===== src/rtl/seq_lock_pkg.sv =====
package seq_lock_pkg;

  localparam int STATE_W = 2;
  localparam int STEPS   = 3;

  typedef enum logic [STATE_W-1:0] {
    LK_IDLE   = 2'b00,
    LK_FIRST  = 2'b01,
    LK_SECOND = 2'b10,
    LK_OPEN   = 2'b11
  } lock_state_e;

endpackage


===== src/rtl/seq_lock_match.sv =====
module seq_lock_match #(
  parameter int                              DIAL_W   = 5,
  parameter int                              STEPS    = 3,
  parameter logic [STEPS-1:0]                CODE_DIR = 3'b101,
  parameter logic [STEPS-1:0][DIAL_W-1:0]    CODE_NUM = {5'd3, 5'd22, 5'd13}
) (
  input  logic              dir,
  input  logic [DIAL_W-1:0] num,
  output logic [STEPS-1:0]  hit
);

  for (genvar k = 0; k < STEPS; k++) begin : g_step
    assign hit[k] = (dir == CODE_DIR[k]) && (num == CODE_NUM[k]);
  end

endmodule


===== src/rtl/seq_lock_next.sv =====
module seq_lock_next
  import seq_lock_pkg::*;
(
  input  lock_state_e        cur,
  input  logic               take,
  input  logic               relock,
  input  logic [STEPS-1:0]   hit,
  output lock_state_e        nxt
);

  lock_state_e restart;

  // A wrong entry that is itself the first code entry counts as a new start.
  always_comb begin
    restart = hit[0] ? LK_FIRST : LK_IDLE;
  end

  always_comb begin
    nxt = cur;
    unique case (cur)
      LK_IDLE:   if (take) nxt = restart;
      LK_FIRST:  if (take) nxt = hit[1] ? LK_SECOND : restart;
      LK_SECOND: if (take) nxt = hit[2] ? LK_OPEN   : restart;
      LK_OPEN:   if (relock) nxt = LK_IDLE;
      default:   nxt = LK_IDLE;
    endcase
  end

endmodule


===== src/rtl/seq_lock_state.sv =====
module seq_lock_state
  import seq_lock_pkg::*;
(
  input  logic         clk,
  input  logic         rst,
  input  logic         take,
  input  logic         relock,
  input  lock_state_e  nxt,
  output lock_state_e  cur,
  output logic         open_q
);

  always_ff @(posedge clk) begin
    if (rst) begin
      cur    <= LK_IDLE;
      open_q <= 1'b0;
    end else begin
      cur    <= nxt;
      open_q <= (nxt == LK_OPEN);
    end
  end

  assert_reset_idle_R1: assert property (@(posedge clk)
    rst |=> (cur == LK_IDLE) && !open_q);

  assert_hold_no_entry_R2: assert property (@(posedge clk) disable iff (rst)
    (!take && cur != LK_OPEN) |=> cur == $past(cur));

  assert_no_skip_from_idle_R3: assert property (@(posedge clk) disable iff (rst)
    (cur == LK_IDLE) |=> (cur == LK_IDLE || cur == LK_FIRST));

  assert_no_skip_from_first_R3: assert property (@(posedge clk) disable iff (rst)
    (cur == LK_FIRST) |=> (cur != LK_OPEN));

  assert_open_flag_R5: assert property (@(posedge clk) disable iff (rst)
    open_q == (cur == LK_OPEN));

  assert_open_sticky_R6: assert property (@(posedge clk) disable iff (rst)
    (cur == LK_OPEN && !relock) |=> cur == LK_OPEN);

  assert_relock_exit_R7: assert property (@(posedge clk) disable iff (rst)
    (cur == LK_OPEN && relock) |=> cur == LK_IDLE);

endmodule


===== src/rtl/seq_lock_fsm.sv =====
module seq_lock_fsm
  import seq_lock_pkg::*;
#(
  parameter int                            DIAL_W   = 5,
  parameter logic [STEPS-1:0]              CODE_DIR = 3'b101,
  parameter logic [STEPS-1:0][DIAL_W-1:0]  CODE_NUM = {5'd3, 5'd22, 5'd13}
) (
  input  logic              clk,
  input  logic              rst,
  input  logic              entry_valid,
  output logic              entry_ready,
  input  logic              entry_dir,
  input  logic [DIAL_W-1:0] entry_num,
  input  logic              relock,
  output logic              unlocked,
  output logic [STATE_W-1:0] lock_state
);

  logic [STEPS-1:0] hit;
  logic             take;
  lock_state_e      cur;
  lock_state_e      nxt;

  // No back-pressure: every presented entry is consumed in its cycle.
  assign entry_ready = 1'b1;
  assign take        = entry_valid && entry_ready;

  seq_lock_match #(
    .DIAL_W   (DIAL_W),
    .STEPS    (STEPS),
    .CODE_DIR (CODE_DIR),
    .CODE_NUM (CODE_NUM)
  ) u_match (
    .dir (entry_dir),
    .num (entry_num),
    .hit (hit)
  );

  seq_lock_next u_next (
    .cur    (cur),
    .take   (take),
    .relock (relock),
    .hit    (hit),
    .nxt    (nxt)
  );

  seq_lock_state u_state (
    .clk    (clk),
    .rst    (rst),
    .take   (take),
    .relock (relock),
    .nxt    (nxt),
    .cur    (cur),
    .open_q (unlocked)
  );

  assign lock_state = cur;

  assert_ready_R8: assert property (@(posedge clk) disable iff (rst)
    entry_valid |-> entry_ready);

endmodule


===== config.mk =====
export PLATFORM = sky130hd
export DESIGN_NAME = seq_lock_fsm
export DESIGN_NICKNAME = d
export VERILOG_FILES = /design/src/rtl/seq_lock_pkg.sv /design/src/rtl/seq_lock_match.sv /design/src/rtl/seq_lock_next.sv /design/src/rtl/seq_lock_state.sv /design/src/rtl/seq_lock_fsm.sv
export SDC_FILE = /design/constraint.sdc
export NUM_CORES = 1
export LEC_CHECK = 0
export BUFFER_PORTS_ARGS = -buffer_cell sky130_fd_sc_hd__buf_2
export CORE_AREA = 10 10 47 49
export CTS_CLUSTER_SIZE = 16
export DETAILED_ROUTE_END_ITERATION = 8
export DIE_AREA = 0 0 57 59
export MAX_ROUTING_LAYER = met4
export PLACE_DENSITY = 0.41
export REMOVE_ABC_BUFFERS = 1
export SLEW_MARGIN = 20
export SYNTH_ARGS = -nofsm -noshare
export SYNTH_HDL_FRONTEND = slang
export SYNTH_SLANG_ARGS = --single-unit

===== constraint.sdc =====
create_clock -name clk -period 1.6 [get_ports clk]
set_input_delay 0.24 -clock clk [delete_from_list [all_inputs] [get_ports clk]]
set_output_delay 0.24 -clock clk [all_outputs]
set_load 0.02 [all_outputs]

---- Word-level counts from Yosys, hierarchy flattened ----
Cells that the tools add are included.
word-level totals
  register bits ........................... 3
  output and inout port bits .............. 4
operators by class
  bitwise operators ....................... 1
  reductions and logical operators ........ 4
  equal/unequal tests ..................... 7
  multiplexer cells ....................... 8
operators with widths
  operator                                        count
  two-way mux 2 bit                               6
  one-hot mux 2 bit (4 select lines)              1
  == test 2 bit (second input constant)           3
  == test 5 x 2 -> 1 bit (second input constant)  1
  == test 5 x 4 -> 1 bit (second input constant)  1
  == test 5 bit (second input constant)           1
  logical AND 1 bit                               3
  == test 2 x 1 -> 1 bit (second input constant)  1
  zero test 2 bit                                 1
  two-way mux 1 bit                               1
  inverter 1 bit                                  1

---- Depth between registers and ports, before layout ----
  word-level depth ........................ 7
  mapped depth ............................ 4
  depth with buffers taken out ............ 4

---- Cells and area by module ----
From an unflattened synthesis, not the netlist that was laid out.
second synthesis, totals
  cell total of the unflattened synthesis .. 26
  area total of the unflattened synthesis .. 230.2 um^2
modules (own cells, without submodules)
  module          sequential area each (um^2)  area an instance (um^2)  times used  cells each
  seq_lock_state  60.1                         81.3                     1           6
  seq_lock_next   0.0                          72.6                     1           11
  seq_lock_match  0.0                          65.1                     1           7
  seq_lock_fsm    0.0                          11.3                     1           2

---- Worst setup path before layout ----
OpenSTA, ideal clock, no wires.
  kind .................................... register to register
  start ................................... reg u_state.cur[1]
  end ..................................... reg u_state.open_q
  stages on the path, launching flop included .. 5
  clock period less this slack ............ 1259 ps
  data required time ...................... 1486 ps
  path slack .............................. 341 ps
  arrival time ............................ 1145 ps
  path through ............................ dfxtp_1 > nor2b_1 > a41o_1 > a32o_2 > and2b_1
on the way
  cells in the longest elaborated chain, start to end .. 3
  elaborated cells on any way between the ends .. 10
  classes of those cells .................. eq/ne (4); mux (5); reduce/logical (1)
RTL lines
  what                                    RTL line              RTL
  from (decl)                             seq_lock_state.sv:9   output lock_state_e cur,
  from (signal assigned)                  seq_lock_state.sv:18  cur <= nxt;
  == test 2 bit (tied with other cells)   seq_lock_next.sv:20   unique case (cur)
  one-hot mux 2 bit (4 select lines) (*)  seq_lock_next.sv:20
  == test 2 bit (*)                       seq_lock_state.sv:19  open_q <= (nxt == LK_OPEN);
  to (signal assigned)                    seq_lock_state.sv:19
  to (decl)                               seq_lock_state.sv:10  output logic open_q
Mark *: on every way between the ends. The rest lies on a longest branch, timed or not.
A chain may end at the register's enable or synchronous reset.

---- Final worst setup path ----
Ends and elaborated chain as after synthesis.

==> impl_results.md <==
- Status: complete, no violations
- Pwr dens: 817 mW/mm^2
- TritonCTS Buffers: 3
- Cell depth of the worst flop-to-flop path: 4
- Die ar.: 0.00336 mm^2
- Startpoint types: register
- DIE WIDTH: 57 um
- Worst path required time: 1.73 ns
- Reg2reg end: u_state.open_q
- H-tree Lvls: 1
- Post-CTS Setup Bufs: 0
- RSZ-0062 raised after global routing: no
- Total Power: 0.241 mW
- Total GRT Usage: 4.35%
- CTS resizes: 0
- Remaining routing DRC violations: 0
- Hold path start: rst
- Leak Pwr: 0.153 nW
- M1 WL: 271 um
- Hold/Removal Path Class: input port to register
- Reg2Reg Launch Point: u_state.cur[1]
- Hold Vio Cnt, Final: 0
- CTS tree: yes
- Largest net degree at the start of global routing: 7
- WL final: 632 um
- Share of cells above drive strength 1: 41.0%
- Initial antenna violation count: 0
- Post-Syn Area: 196 um^2
- Core ar.: 0.00140 mm^2
- Minimum clock period: 1.18 ns
- Vias per cell: 4.25
- CTS sink cnt: 3
- Post-route ant nets: 0
- Initial Utilization: 14.0%
- Fillcell total: 170
- Drt wl/cell: 11.5 um
- Antenna cells: 0
- Metal2 WL: 305 um
- Die height: 59 um
- Final Max Slew Viols: 0
- Period utilisation layout: 73.5%
- Synth Area per Inst: 8.18 um^2
- Vias: 234
- Row cnt: 14
- Drt first pass iters: 2
- CP max FO: 5
- CP peak stage delay: 0.38 ns
- Hold depth: 2
- DR top layer: met3
- Clock Latency Late Sink: 0.24 ns
- Final GP Congestion: 0.693
- Iteration-0 DRC Markers: 3
- Unique masters post-synth: 17
- Cell class contributing the biggest share of worst-path delay: compound AO/OA/AOI/OAI gates
- Max_cap viols: 0
- Clk slew on worst S/H paths: 0.04 ns
- Port buffer count: 12
- Peak VDD IR: 0.000270 V
- Dpl hpwl: 506 um
- Critical path class: register to register
- R2R Setup Slk: 0.42 ns
- Max Clock Skew: 0.00781 ns
- Crit path max-delay cell type: dfxtp_1
- Cells after Synth: 24
- Hold Path Sink: u_state.cur[0]
- Area Overhead vs Synth: 50.3%
- Vias in the first global route: 252
- Placed instance count: 51
- Congestion Overflow GR: 0
- Max Freq: 0.850 GHz
- TNS Setup: 0 ns
- Nets: 50
- Root Buffer: clkbuf_4
- Clock Tree Buf Depth: 2
- Final setup fails: 0
- Met3 Wirelength: 55 um
- Area occupied by multi-input gates: 125 um^2
- Synth Warn #: 0
- Synth Register Bits: 3
- Layout Utilization: 21.1%
- First-pass GRT wire length: 1.08 mm
- Register area: 60.1 um^2
- I/O pin cnt: 14
- Crit path capture type: register
- Worst path bufs/invs: 0
- CP arrival: 1.31 ns
- CTS Hold Buffers Added: 0
- Fin cells: 55
- CP Cell Sequence: nor2b_1, a41o_1, a32o_2, and2b_1
- Register area share after synthesis: 30.6%
[registers in the layout, indices dropped and copies added, names as in the netlist]
name,flops
u_state.cur,2
u_state.open_q,1
[cell type report]
cell class	instances	area share (%)
Clock buffer	4	8.90
Inverter	1	1.27
Multi-Input combinational cell	19	42.4
Sequential cell	3	20.3
Tap cell	16	6.78
Timing Repair Buffer	12	20.3
[routing by layer]
layer  track usage, %  vias to the layer above
met5                -                        -
met4             2.01                        0
met3             4.08                        0
met2             6.05                       10
met1             4.02                      108
li1                 -                      116
[cells in the mapped netlist, drive strengths merged]
master  instances  area, um^2
nor2b           3        18.8
and2b           1        7.51
nand3b          2        15.0
or3b            1        8.76
a41o            1        10.0
o211ai          1        7.51
conb            1        3.75
inv             1        3.75
buf             1        7.51
nor4bb          1        10.0
nor2            3        11.3
a31oi           1        6.26
o21ai           2        10.0
dfxtp           3        60.1
a21oi           1        5.00
a32o            1        11.3
[report_power, final]
group | internal (mW) | switching [mW]
Sequential | 0.0752 | 0.000139
Combinational | 0.0137 | 0.0145
Clock | 0.0938 | 0.0439
Total | 0.183 | 0.0585
[layout by cell type (no fill, tap or decap), drive strengths merged]
master,synthesis,routed
nor2b,3,3
a31oi,1,1
nand3b,2,2
and2b,1,1
o211ai,1,1
conb,1,1
nor4bb,1,1
nor2,3,3
clkbuf,0,4
o21ai,2,2
inv,1,1
a21oi,1,1
buf,1,12
a41o,1,1
or3b,1,1
dfxtp,3,3
a32o,1,1
[metrics by stage]
stage                     setup WS (ns)  hold WS, ns  area (um^2)
after CTS                         0.423        0.188          295
after global routing              0.346        0.185          295
after floorplan                   0.341        0.312          189
after global placement            0.328        0.443          269
final                             0.424        0.194          295
after detailed placement          0.342        0.434          269
[logic make-up after synthesis]
kind of cell / after synthesis / share of synthesized area, %
buffers and inverters: 2 / 5.73
DFF: 3 / 30.6
AOI/OAI and AO/OA: 7 / 25.5
other: 1 / 1.91
and+or+nand+nor: 11 / 36.3
[worst max-delay path by stage]
stage / startpoint / to / depth (start not counted)
6_report: u_state.cur[1] / u_state.open_q / 4
5_1_grt: u_state.cur[1] / u_state.open_q / 4
4_1_cts: u_state.cur[1] / u_state.open_q / 4
3_5_place_dp: entry_num[2] / u_state.open_q / 5
3_3_place_gp: entry_num[2] / u_state.open_q / 5
2_1_floorplan: u_state.cur[1] / u_state.open_q / 4
No activity file was read; power rests on OpenSTA's default activity.
